`src/rtl/sar_pkg.sv`:
```
package sar_pkg;

  typedef enum logic {
    SEQ_IDLE = 1'b0,
    SEQ_RUN  = 1'b1
  } seqState_t;

  // strobes from the sequencer to the datapath
  typedef struct packed {
    logic clear;   // start accepted: wipe the working word
    logic latch;   // a bit is under test this cycle
    logic commit;  // last bit: copy finished word to result
  } sarStrobe_t;

endpackage

```
`src/rtl/sar_seq.sv`:
```
module sar_seq
  import sar_pkg::*;
#(
  parameter int W = 4,
  localparam int IW = (W > 1) ? $clog2(W) : 1
) (
  input  logic          clk,
  input  logic          rst,
  input  logic          startConv,
  output sarStrobe_t    strobe,
  output logic [IW-1:0] bitIdx,
  output logic          convDone
);

  localparam logic [IW-1:0] TOP_IDX = IW'(W - 1);

  seqState_t state;

  always_ff @(posedge clk) begin
    if (rst) begin
      state    <= SEQ_IDLE;
      bitIdx   <= '0;
      convDone <= 1'b0;
    end else begin
      case (state)
        SEQ_IDLE: begin
          if (startConv) begin
            state    <= SEQ_RUN;
            bitIdx   <= TOP_IDX;
            convDone <= 1'b0;
          end
        end
        SEQ_RUN: begin
          if (bitIdx == '0) begin
            state    <= SEQ_IDLE;
            convDone <= 1'b1;
          end else begin
            bitIdx <= bitIdx - IW'(1);
          end
        end
        default: state <= SEQ_IDLE;
      endcase
    end
  end

  always_comb begin
    strobe.clear  = (state == SEQ_IDLE) && startConv;
    strobe.latch  = (state == SEQ_RUN);
    strobe.commit = (state == SEQ_RUN) && (bitIdx == '0);
  end

  AST_DONE_DROPS_ON_START: assert property (@(posedge clk) disable iff (rst)
    strobe.clear |=> !convDone);

  AST_START_IGNORED: assert property (@(posedge clk) disable iff (rst)
    (state == SEQ_RUN && bitIdx != '0) |=> (state == SEQ_RUN && bitIdx == $past(bitIdx) - IW'(1)));

  AST_DONE_AFTER_LSB: assert property (@(posedge clk) disable iff (rst)
    $rose(convDone) |-> $past(state == SEQ_RUN && bitIdx == '0));

endmodule

```
`src/rtl/sar_path.sv`:
```
module sar_path
  import sar_pkg::*;
#(
  parameter int W = 4,
  localparam int IW = (W > 1) ? $clog2(W) : 1
) (
  input  logic          clk,
  input  logic          rst,
  input  sarStrobe_t    strobe,
  input  logic [IW-1:0] bitIdx,
  input  logic          cmpBelow,
  input  logic          outEn,
  output logic [W-1:0]  dacCode,
  output logic [W-1:0]  dataBus
);

  logic [W-1:0] work;
  logic [W-1:0] result;
  logic [W-1:0] workNext;

  always_comb begin
    workNext = work;
    workNext[bitIdx] = cmpBelow;
  end

  always_ff @(posedge clk) begin
    if (rst) begin
      work   <= '0;
      result <= '0;
    end else begin
      if (strobe.clear) work <= '0;
      else if (strobe.latch) work <= workNext;
      if (strobe.commit) result <= workNext;
    end
  end

  // trial code: decided bits above, 0 under test, 1 below
  for (genvar i = 0; i < W; i++) begin : g_trial
    always_comb begin
      if (!strobe.latch) dacCode[i] = 1'b0;
      else if (IW'(i) > bitIdx) dacCode[i] = work[i];
      else if (IW'(i) == bitIdx) dacCode[i] = 1'b0;
      else dacCode[i] = 1'b1;
    end
  end

  assign dataBus = outEn ? result : '0;

  AST_RESULT_STABLE: assert property (@(posedge clk) disable iff (rst)
    !strobe.commit |=> $stable(result));

  AST_TEST_BIT_LOW: assert property (@(posedge clk) disable iff (rst)
    strobe.latch |-> (dacCode[bitIdx] == 1'b0));

endmodule

```
`src/rtl/sar_adc_ctrl.sv`:
```
module sar_adc_ctrl
  import sar_pkg::*;
#(
  parameter int W = 4,
  localparam int IW = (W > 1) ? $clog2(W) : 1
) (
  input  logic         clk,
  input  logic         rst,
  input  logic         startConv,
  input  logic         cmpBelow,
  input  logic         outEn,
  output logic [W-1:0] dacCode,
  output logic         convDone,
  output logic [W-1:0] dataBus
);

  sarStrobe_t    strobe;
  logic [IW-1:0] bitIdx;

  sar_seq #(.W(W)) u_seq (
    .clk      (clk),
    .rst      (rst),
    .startConv(startConv),
    .strobe   (strobe),
    .bitIdx   (bitIdx),
    .convDone (convDone)
  );

  sar_path #(.W(W)) u_path (
    .clk     (clk),
    .rst     (rst),
    .strobe  (strobe),
    .bitIdx  (bitIdx),
    .cmpBelow(cmpBelow),
    .outEn   (outEn),
    .dacCode (dacCode),
    .dataBus (dataBus)
  );

endmodule

```
`config.mk`:
```
export PLATFORM = sky130hd
export DESIGN_NAME = sar_adc_ctrl
export DESIGN_NICKNAME = d
export VERILOG_FILES = /design/src/rtl/sar_pkg.sv /design/src/rtl/sar_seq.sv /design/src/rtl/sar_path.sv /design/src/rtl/sar_adc_ctrl.sv
export SDC_FILE = /design/constraint.sdc
export NUM_CORES = 1
export LEC_CHECK = 0
export ABC_AREA = 0
export BUFFER_PORTS_ARGS = -buffer_cell sky130_fd_sc_hd__buf_2
export CORE_UTILIZATION = 23
export DETAILED_ROUTE_END_ITERATION = 8
export SLEW_MARGIN = 25
export SYNTH_ARGS = -nofsm -noshare
export SYNTH_HDL_FRONTEND = slang
export SYNTH_SLANG_ARGS = --single-unit
export TNS_END_PERCENT = 10
```
`constraint.sdc`:
```
create_clock -name clk -period 3 [get_ports clk]
set_input_delay 0.15 -clock clk [delete_from_list [all_inputs] [get_ports clk]]
set_output_delay 0.15 -clock clk [all_outputs]
set_load 0.005 [all_outputs]
```
## Yosys cells after proc, flatten, opt, wreduce, memory -nomap -nowiden

Cells that the tools add are included.
Widths: inputs -> output; s select.

- Bits in registers: 12
- Latch bits: 0
- Memory bits (writable): 0
- Memory bits (read-only): 0
- Input port bits: 5
- Output and inout bits: 9
- Word-level logic and storage cells: 50
- Memories kept: 0

- Add/subtract/negate cells: 1
- $mul: 0
- Div/mod/pow operators: 0
- Magnitude comparators: 6
- Equality and inequality tests: 6
- Shifts and indexed selects: 0
- Multiplexer cells: 24
- Bitwise gates (word level): 1
- Reductions and logical operators: 7

Operators with widths:

| cell | count |
|---|---|
| $mux 1 | 16 |
| $bwmux 4 | 1 |
| $eq 2x2->1 const A | 2 |
| $gt 1x2->1 const A | 2 |
| $gt 2x2->1 const A | 2 |
| $mux 2 | 2 |
| $mux 4 | 1 |
| $ne 2x2->1 const B | 2 |
| $pmux 1 s2 | 2 |
| $pmux 2 s2 | 1 |
| $reduce_and 2->1 | 2 |
| $logic_and 1x1->1 | 3 |
| $lt 2x3->1 const B | 1 |
| $demux 1 s2 | 1 |
| $eq 1x2->1 const A | 1 |
| $ge 2x1->1 const B | 1 |
| $logic_not 2->1 | 1 |
| $ne 2x1->1 const B | 1 |
| $reduce_or 2->1 | 1 |
| $sub 2x1->2 const B | 1 |
| $not 1->1 | 1 |

## Logic depth before layout (Yosys ltp)

Gate-level depths: netlist of run 1.

- Depth after elaboration: 5
- Mapped depth: 6
- Mapped depth without buffers: 5

## Hierarchy

From an unflattened synthesis of run 1, not the netlist that was laid out.

- Cells, all modules: 74
- Area, all modules: 696.9 µm²

Modules (own cells, without submodules):

| module | instances | cells an instance | area an instance (µm²) | seq. area each (µm²) |
|---|---|---|---|---|
| sar_path | 1 | 53 | 490.5 | 160.2 |
| sar_seq | 1 | 21 | 206.4 | 80.1 |

## Worst setup path before layout of run 1

No wires, ideal clock.

- Kind: reg2reg
- Start: register u_seq.bitIdx[0]
- End: register u_seq.bitIdx[1]
- Library setup time: 79 ps
- Arrival: 1,186 ps
- Data required time: 2,921 ps
- Path slack: 1,735 ps
- Stages on the path, launching flop included: 5
- Buffers on the path: 0
- Clock period less this slack: 1,265 ps
- Path through: dfxtp_1 -> inv_1 -> ha_1 -> mux2_2 -> a211oi_2

- Cells in the longest elaborated chain, start to end: 3
- Elaborated cells between the ends (all ways): 6
- Classes of those cells: add/sub: 1; eq/ne: 1; mux: 2; reduce/logical: 2

RTL lines:

| element | RTL line | source |
|---|---|---|
| start, declared | sar_seq.sv:11 | `output logic [IW-1:0] bitIdx,` |
| start signal, assigned | sar_seq.sv:38 | `bitIdx <= bitIdx - IW'(1);` |
| $sub 2x1->2 / $logic_not 2->1 (equally long branches) | sar_seq.sv:38, sar_seq.sv:34 |  |
| $mux 2 / $ne 2x2->1 (equally long branches) | -- |  |
| $pmux 2 s2 / $reduce_and 2->1 (equally long branches) | -- |  |

Several ways; a longest one is shown, not always the timed one. The select of a mux whose other input is x is not followed.
A chain may end at the register's enable or synchronous reset.

## Final worst setup path of run 1

- Start: register u_seq.bitIdx[0]
- End: output port dacCode[1]

- Cells in the longest elaborated chain, start to end: 4
- Elaborated cells between the ends (all ways): 5
- Classes of those cells: order compare: 1; eq/ne: 1; mux: 3

RTL lines:

| element | RTL line | source |
|---|---|---|
| $eq 1x2->1 | sar_path.sv:42 | `else if (IW'(i) == bitIdx) dacCode[i] = 1'b0;` |
| $mux 1 | sar_path.sv:42 |  |
| $mux 1 (*) | sar_path.sv:41 | `else if (IW'(i) > bitIdx) dacCode[i] = work[i];` |
| $mux 1 (*) | sar_path.sv:40 | `if (!strobe.latch) dacCode[i] = 1'b0;` |
| end, declared | sar_adc_ctrl.sv:12 | `output logic [W-1:0] dacCode,` |

Every way passes the cells marked *; elsewhere a longest branch is shown, timed or not.

==> impl_results.md, run 1 <==
* Cell taking the most area after synthesis: dfxtp_1
* Wire per inst at 11.2 um
* Clk sinks at 12
* DP HPWL at 911 um
* FF-to-FF Start: u_seq.bitIdx[0]$_SDFFE_PP0P_
* Ant diodes at 0
* Initial DRC Count at 17
* Placed cell areas at 722 um2
* Ys Warns at 0
* Relative slew slack at 0.510
* Layout cells sized above 1 at 0.244
* Skew-Pair Late Insertion Delay at 0.27 ns
* Core area at 0.00259 mm2
* Max-cap check violation count at 0
* Setup Buffers After CTS at 0
* Power Density at 518 mW/mm2
* Setup CP Type: register to primary output
* Largest net degree at the start of global routing at 25
* CP required at 2.85 ns
* Gpl congestion at 0.748
* Leakage at 0.000315 uW
* Top cells by area, synth: dfxtp_1, ha_1, mux2i_1, a311oi_1, and2_1
* Hold Startpoint: rst
* Area Growth Syn to Fin at 15.9%
* Setup_tns at 0 ns
* Main combinational cell family by area after synthesis: compound AO/OA/AOI/OAI gates
* Critical Path Fanout Max at 5
* Multiplexer area fraction after synthesis at 0.109
* First-pass iteration count of the detailed router at 4
* Crit path launch type: register
* Final min period at 1.68 ns
* Post-synth net total at 79
* Vias at 534
* Mean Syn Cell Area at 9.48 um2
* Cell area after synthesis at 654 um2
* Sequential-to-total area share from yosys stat at 0.367
* Drc violations at 0
* CTS H-tree depth at 1
* Crit path launch: u_seq.bitIdx[0]$_SDFFE_PP0P_
* Adder-Cell Fraction of Synth Area at 0.0956
* Die H at 55.3 um
* Status: complete, no violations
* Final Cell Area at 758 um2
* Simple-gate share of the synthesized area at 0.182
* # resized after CTS at 0
* Port Buffers at 13
* Initial antenna violation count at 0
* Maximum clock rate at 596 MHz
* Initial Util at 0.253
* CP endpoint kind: primary output
* Final setup vio count at 0
* Hold Buf Count CTS at 0
* WL final at 1.25 mm
* Max-slew violations at 0
* Synthesis-stage register bit count at 12
* Cell row count at 18
* Final hold viol count at 0
* Post-synthesis cell type count at 23
* Xor/xnor cell area share of the yosys netlist at 0
* Root buffer cell: clkbuf_4
* Die area at 0.00306 mm2
* Setup Skew at 0.00245 ns
* Remaining antenna violation count after routing at 0
* Clock Path Buffers at 2
* CP arrival at 1.53 ns
* Synth top area share at 0.367
* Gate Count Post-Synth at 69
* Crit share post-route at 0.559
* RSZ-0062 raised after global routing: false
* TritonCTS buffer count at 3
* Clk pin slew, worst setup/hold paths at 0.08 ns
* Die W at 55.3 um
* Worst slew pin tran at 0.735 ns
* Global route total overflow at 0
* Post-synthesis compound-gate area fraction at 0.182
* First-pass GRT wire length at 2.11 mm
* CTS tree: built
* Overall routing resource usage at 0.0890
* Final #Nets at 93
* # IOs at 14
* Worst path slowest cell: dfxtp_1
* Vias per cell at 4.77
* Max stage delay on crit path at 0.40 ns
* Final Hold Slack at 0.180 ns
* Hold Path Class: input port to register
* Worst IR Drop VDD at 0.269 mV
* Vias in the first global route at 447
* CP Cell Sequence: inv_1, ha_1, nand2_1, o21ai_0, and2_1, buf_2
## where the power goes
group          total, uW  internal, uW  switching (uW)
Combinational       77.2          37.4            39.8
Clock                128          73.7            54.8
Sequential           187           171            16.1
## kinds of logic (layout without fill, tap and decap cells)
kind of cell	count (synthesis)	after routing
DFF	12	12
muxes	7	7
adders and majority gates	5	5
AOI/OAI and AO/OA	18	18
buffers and inverters	6	19
and+or+nand+nor	21	21
## layout make-up
cell class | count | area (um2)
clock buffer | 4 | 36.3
fill | 272 | 1830
inverter | 2 | 7.51
multi-input combinational | 51 | 372
sequential | 12 | 240
tap | 30 | 37.5
timing repair buffer | 13 | 65.1
## cells in the mapped netlist
master / n
a211oi_1: 1
a211oi_2: 1
a21oi_1: 5
a311oi_1: 4
a32oi_1: 1
and2_1: 5
and3b_1: 1
buf_2: 1
buf_4: 1
buf_6: 2
dfxtp_1: 12
ha_1: 5
inv_1: 1
inv_2: 1
mux2_2: 1
mux2i_1: 6
nand2_1: 3
nand2b_1: 2
nand3b_1: 3
nor2_1: 4
nor2b_1: 2
nor3_1: 1
o21ai_0: 6
## worst max-delay path: cells and delay by family, from the launching register on
kind,cells,cell delay [ns]
DFF,1,0.40
and+or+nand+nor,2,0.26
adders and majority gates,1,0.29
AOI/OAI and AO/OA,1,0.08
buffers and inverters,2,0.24
## layer usage
metal,track usage,wire [um],vias up
li1,-,-,274
met1,0.135,639,242
met2,0.108,527,16
met3,0.0141,63,2
met4,0.0643,19,0
met5,0,0,-
## layout by cell type (no fill, tap or decap)
cell,n
clkbuf_4,3
and3b_1,1
a211oi_1,1
clkbuf_8,1
inv_2,1
ha_1,5
a211oi_2,1
dfxtp_1,12
a21oi_1,5
o21ai_0,6
nand3b_1,3
and2_1,5
a311oi_1,4
nand2b_1,2
mux2i_1,6
nand2_1,3
a32oi_1,1
mux2_2,1
nor2_1,4
inv_1,1
buf_2,13
nor2b_1,2
nor3_1,1
## per-stage QoR
stage	util	worst slack, ns	std cells	total power (uW)
finish	0.293	1.32	112	393
global route	0.293	1.21	112	422
CTS	0.293	1.30	112	400
detailed placement	0.279	1.50	108	268
global placement	0.279	1.55	108	267
floorplan	-	1.73	69	253
## registers in the layout (all words and copies together) (netlist names)
signal,cells
u_path.work,4
u_seq.convDone,1
u_path.result,4
u_seq.state,1
u_seq.bitIdx,2
## worst paths after layout
kind                                  end  cells past startpoint  slack [ns]
max                            dacCode[1]                      6        1.32
min          u_seq.bitIdx[1]$_SDFFE_PP0P_                      2        0.18
max reg2reg  u_seq.bitIdx[1]$_SDFFE_PP0P_                      4        1.48
min reg2reg   u_seq.convDone$_SDFFE_PP0P_                      2        0.48
(Power assumes the default switching activity.)
==> run 2: changes to the inputs <==
Clock period 3 ns to 1.7 ns, I/O delays scaled along.
==> impl_results.md, run 2 (synthesis gave the netlist of run 1 again) <==
* Port Buffers at 13 (unchanged)
* Initial Util at 0.253 (unchanged)
* Root buffer cell: clkbuf_4 (unchanged)
* Initial antenna violation count at 0 (unchanged)
* Final Core Density at 0.299 (was 0.293)
* Vias at 547 (was 534)
* Reg2reg setup slack at 0.18 ns (was 1.48 ns)
* WL final at 1.28 mm (was 1.25 mm)
* Wire per inst at 11.3 um (was 11.2 um)
* Post-Place Setup Slack at 0.187 ns (was 1.50 ns)
* Max stage delay on crit path at 0.43 ns (was 0.40 ns)
* Max-cap check violation count at 0 (unchanged)
* CP required at 1.62 ns (was 2.85 ns)
* Hold Path End: u_seq.bitIdx[1]$_SDFFE_PP0P_ (unchanged)
* Ant diodes at 0 (unchanged)
* Max-slew violations at 0 (unchanged)
* Largest net degree at the start of global routing at 15 (was 25)
* Clock Path Buffers at 2 (unchanged)
* Vias in the first global route at 477 (was 447)
* Setup Skew at 0.00470 ns (was 0.00245 ns)
* Power Density at 901 mW/mm2 (was 518 mW/mm2)
* Skew-Pair Late Insertion Delay at 0.27 ns (about the same)
* Most frequent cells in the layout: buf_2, dfxtp_1, mux2i_1, o21ai_0 (unchanged)
* Status: complete, no violations (unchanged)
* Setup CP Type: register to primary output (unchanged)
* DP HPWL at 973 um (was 911 um)
* Die H at 55.3 um (unchanged)
* Biggest regs: u_path.result x4, u_path.work x4, u_seq.bitIdx x2 (unchanged)
* CP endpoint kind: primary output (unchanged)
* Vias per cell at 4.80 (was 4.77)
* RSZ-0062 raised after global routing: false (unchanged)
* Clk pin slew, worst setup/hold paths at 0.08 ns (about the same)
* Area of the multi-input gates at 372 um2 (unchanged)
* First-pass iteration count of the detailed router at 4 (unchanged)
* Leakage at 0.000325 uW (was 0.000315 uW)
* Worst path slowest cell: dfxtp_1 (unchanged)
* TritonCTS buffer count at 3 (unchanged)
* Core area at 0.00259 mm2 (unchanged)
* Clk sinks at 12 (unchanged)
* Final setup vio count at 0 (unchanged)
* Final Hold Slack at 0.117 ns (was 0.180 ns)
* Crit-path leading delay family: flip-flops (unchanged)
* Worst hold path cell count at 2 (unchanged)
* Commonest non-fill, non-tap cell in the layout: buf_2 (unchanged)
* # fillers at 274 (was 272)
* Hold Startpoint: rst (unchanged)
* Hold Path Class: input port to register (unchanged)
* CTS H-tree depth at 1 (unchanged)
* Gpl congestion at 0.750 (was 0.748)
* Drc violations at 0 (unchanged)
* Sequential cell area at 241 um2 (was 240 um2)
* Die area at 0.00306 mm2 (unchanged)
* Final #Nets at 95 (was 93)
* Overall routing resource usage at 0.0944 (was 0.0890)
* Area Growth Syn to Fin at 18.4% (was 15.9%)
* FF-to-FF Start: u_seq.bitIdx[0]$_SDFFE_PP0P_ (unchanged)
* Relative slew slack at 0.771 (was 0.510)
* Critical Path Fanout Max at 5 (unchanged)
* First-pass GRT wire length at 2.24 mm (was 2.11 mm)
* Layout cells sized above 1 at 0.274 (was 0.244)
* Initial DRC Count at 8 (was 17)
* Die W at 55.3 um (unchanged)
* Cell row count at 18 (unchanged)
* # IOs at 14 (unchanged)
* Global route total overflow at 0 (unchanged)
* Remaining antenna violation count after routing at 0 (unchanged)
* CTS tree: built (unchanged)
* Maximum clock rate at 642 MHz
* Crit share post-route at 0.916
* Final worst slack at 0.142 ns (was 1.32 ns)
* R2r endpoint: u_seq.bitIdx[1]$_SDFFE_PP0P_ (unchanged)
* Final min period at 1.56 ns
* Crit path launch type: register (unchanged)
* Final hold viol count at 0 (unchanged)
* Reg2Reg Depth at 4 (unchanged)
* Worst IR Drop VDD at 0.443 mV (was 0.269 mV)
* CP Cell Sequence: inv_2, ha_1, nand2_1, o21ai_0, and2_1, buf_2 (was inv_1, ha_1, nand2_1, o21ai_0, and2_1, buf_2)
* CP arrival at 1.47 ns (was 1.53 ns)
* CP bufs+invs at 2 (unchanged)
* Setup_tns at 0 ns (unchanged)
* Worst slew pin tran at 0.344 ns (was 0.735 ns)
* Crit path launch: u_seq.bitIdx[1]$_SDFFE_PP0P_ (was u_seq.bitIdx[0]$_SDFFE_PP0P_)
-- run 2: cell types whose count changed in the layout (fill, tap and decap cells not counted) --
cell	previous run	this run
dfxtp_2	0	1
dfxtp_1	12	11
buf_4	0	2
-- run 2: stage by stage --
stage | cells | cell area, um2 | total power, uW
after detailed placement | 110 | 737 | 479
after CTS | 114 | 773 | 706
final | 114 | 774 | 698
after global placement | 110 | 737 | 478
after floorplan | 69 | 654 | 446
after global routing | 114 | 774 | 746
-- run 2: worst max path at each step --
stage	end	slack, ns	cells past startpoint
after floorplan	u_seq.bitIdx[1]$_SDFFE_PP0P_	0.43	4
after global placement	u_seq.bitIdx[1]$_SDFFE_PP0P_	0.24	4
after detailed placement	u_seq.bitIdx[1]$_SDFFE_PP0P_	0.19	4
after CTS	dacCode[1]	0.08	6
after global routing	dacCode[1]	0.03	6
final	dacCode[1]	0.14	6
-- run 2: layout make-up --
cell class	count	area share
clock buffer	4	0.0468
tap	30	0.0485
timing repair buffer	15	0.103
multi-input combinational	51	0.480
inverter	2	0.00969
sequential	12	0.312
-- run 2: timing repair --
item	in CTS	in global routing
setup buffers	0	0
hold buffers	0	0
endpoints found under the setup margin	0	1
resized for setup	0	1
-- run 2: layer usage --
metal  up-vias  GRT usage  routed length (um)
met5         -          0                   0
met2        15      0.139                 577
met4         0     0.0321                  19
met3         2     0.0422                  56
met1       251      0.121                 629
li1        279          -                   -
-- run 2: where the power goes --
group	internal, uW	switching (uW)
Sequential	303	19.6
Clock	130	94.2
Combinational	70.9	80.0
==> run 3: changes to the inputs <==
Settings changed: BUFFER_PORTS_ARGS -buffer_cell sky130_fd_sc_hd__buf_2 to -buffer_cell sky130_fd_sc_hd__buf_4, CORE_MARGIN set to 8.
==> impl_results.md, run 3 (synthesis gave the netlist of run 1 again) <==
* Commonest non-fill, non-tap cell in the layout: buf_4 (was buf_2)
* Vias per cell at 4.59 (was 4.80)
* Overall routing resource usage at 0.0589 (was 0.0944)
* Initial Util at 0.239 (was 0.253)
* Drc violations at 0 (unchanged)
* Largest net degree at the start of global routing at 15 (unchanged)
* Crit share post-route at 0.911 (was 0.916)
* First-pass GRT wire length at 2.46 mm (was 2.24 mm)
* Max-slew violations at 0 (unchanged)
* CTS tree: built (unchanged)
* Power Density at 824 mW/mm2 (was 901 mW/mm2)
* Final #Nets at 95 (unchanged)
* Final hold viol count at 0 (unchanged)
* Initial DRC Count at 3 (was 8)
* Setup Skew at 0.00201 ns (was 0.00470 ns)
* Global route total overflow at 0 (unchanged)
* Critical Path Fanout Max at 5 (unchanged)
* Crit path launch: u_seq.bitIdx[0]$_SDFFE_PP0P_ (was u_seq.bitIdx[1]$_SDFFE_PP0P_)
* WL final at 1.36 mm (was 1.28 mm)
* Worst hold path cell count at 2 (unchanged)
* Skew-Pair Late Insertion Delay at 0.27 ns (about the same)
* Maximum clock rate at 646 MHz (was 642 MHz)
* Design Power at 656 uW (was 698 uW)
* Setup_tns at 0 ns (unchanged)
* Vias in the first global route at 552 (was 477)
* Remaining antenna violation count after routing at 0 (unchanged)
* Gpl congestion at 0.747 (was 0.750)
* Worst slew pin tran at 0.334 ns (was 0.344 ns)
* RSZ-0062 raised after global routing: false (unchanged)
* # fillers at 291 (was 274)
* Max-cap check violation count at 0 (unchanged)
* Most frequent cells in the layout: buf_4, dfxtp_1, mux2i_1, o21ai_0 (was buf_2, dfxtp_1, mux2i_1, o21ai_0)
* Area Growth Syn to Fin at 21.6% (was 18.4%)
* CTS H-tree depth at 1 (unchanged)
* CP required at 1.62 ns (about the same)
* TritonCTS buffer count at 3 (unchanged)
* # IOs at 14 (unchanged)
* CP endpoint kind: primary output (unchanged)
* Setup CP Type: register to primary output (unchanged)
* Final worst slack at 0.152 ns (was 0.142 ns)
* Final setup vio count at 0 (unchanged)
* Cell row count at 19 (was 18)
* Vias at 523 (was 547)
* Relative slew slack at 0.777 (was 0.771)
* Post-Place Setup Slack at 0.316 ns (was 0.187 ns)
* Status: complete, no violations (unchanged)
* R2r endpoint: u_seq.bitIdx[0]$_SDFFE_PP0P_ (was u_seq.bitIdx[1]$_SDFFE_PP0P_)
* First-pass iteration count of the detailed router at 4 (unchanged)
* Clock Path Buffers at 2 (unchanged)
* Clk pin slew, worst setup/hold paths at 0.07 ns (was 0.08 ns)
* Dpl cells at 111 (was 110)
* Hold Buf Count CTS at 0 (unchanged)
* Wire per inst at 12.0 um (was 11.3 um)
* Die H at 69.3 um (was 55.3 um)
* Biggest regs: u_path.result x4, u_path.work x4, u_seq.bitIdx x2 (unchanged)
* Ant diodes at 0 (unchanged)
* CP arrival at 1.46 ns (was 1.47 ns)
* Port Buffers at 13 (unchanged)
* FF-to-FF Start: u_seq.bitIdx[0]$_SDFFE_PP0P_ (unchanged)
* Worst IR Drop VDD at 0.466 mV (was 0.443 mV)
* Die W at 69.3 um (was 55.3 um)
* Leakage at 0.000320 uW (was 0.000325 uW)
* Hold Path Class: input port to register (unchanged)
* Reg2Reg Depth at 6 (was 4)
* Reg2reg setup slack at 0.29 ns (was 0.18 ns)
* Root buffer cell: clkbuf_4 (unchanged)
* Initial antenna violation count at 0 (unchanged)
* Final Hold Slack at 0.0689 ns (was 0.117 ns)
* Die area at 0.00481 mm2 (was 0.00306 mm2)
* Layout cells sized above 1 at 0.265 (was 0.274)
* Setup crit end: dacCode[1] (unchanged)
* DP HPWL at 1.08 mm (was 973 um)
* Core area at 0.00273 mm2 (was 0.00259 mm2)
* Final min period at 1.55 ns (was 1.56 ns)
* Clk sinks at 12 (unchanged)
* Crit path launch type: register (unchanged)
* Final Non-Filler Cells at 114 (unchanged)
-- run 3: changes by cell type in the layout (fill, tap and decap cells not counted), sizes merged --
| cell | delta |
|---|---|
| clkbuf | -1 |
-- run 3: repair_timing --
item,in CTS,in global routing
gates resized for setup,0,1
setup endpoints to repair,0,1
setup buffers,0,0
-- run 3: area by class of cell --
class	count	area (um2)	area share
timing repair buffer	15	113	0.142
multi-input combinational	51	374	0.470
tap	31	38.8	0.0487
inverter	2	7.51	0.00943
clock buffer	3	22.5	0.0283
sequential	12	240	0.302
-- run 3: metrics by stage --
step | util | cell area (um2)
6_report | 0.291 | 796
5_1_grt | 0.291 | 796
4_1_cts | 0.290 | 793
3_5_place_dp | 0.282 | 771
3_3_place_gp | 0.282 | 771
2_1_floorplan | - | 654
-- run 3: power by group --
group	leakage (uW)	internal (uW)	switching, uW
Clock	0.0000138	81.9	87.0
Combinational	0.000207	82.1	80.9
Sequential	0.0000983	302	21.4
-- run 3: worst max-delay path, stage by stage, from the launching register on --
cell and delay, ns:
dfxtp_1 0.40, inv_1 0.12, ha_2 0.24, nand2_1 0.07, o21ai_0 0.06, and2_1 0.16, buf_4 0.13
-- run 3: per-layer routing --
metal,track usage,part of all wire,vias up
li1,-,-,276
met3,0.0315,0.067,2
met5,0,0,-
met4,0.00683,0.0059,0
met1,0.0676,0.49,232
met2,0.0963,0.44,13
-- run 3: worst min-delay path by stage --
stage | start | endpoint | slack (ns)
after global placement | rst | u_seq.bitIdx[1]$_SDFFE_PP0P_ | 0.34
after detailed placement | rst | u_seq.bitIdx[1]$_SDFFE_PP0P_ | 0.35
final | rst | u_seq.bitIdx[1]$_SDFFE_PP0P_ | 0.07
after floorplan | cmpBelow | u_path.work[2]$_SDFFE_PP0P_ | 0.26
after global routing | rst | u_seq.bitIdx[1]$_SDFFE_PP0P_ | 0.07
after CTS | rst | u_seq.bitIdx[1]$_SDFFE_PP0P_ | 0.06
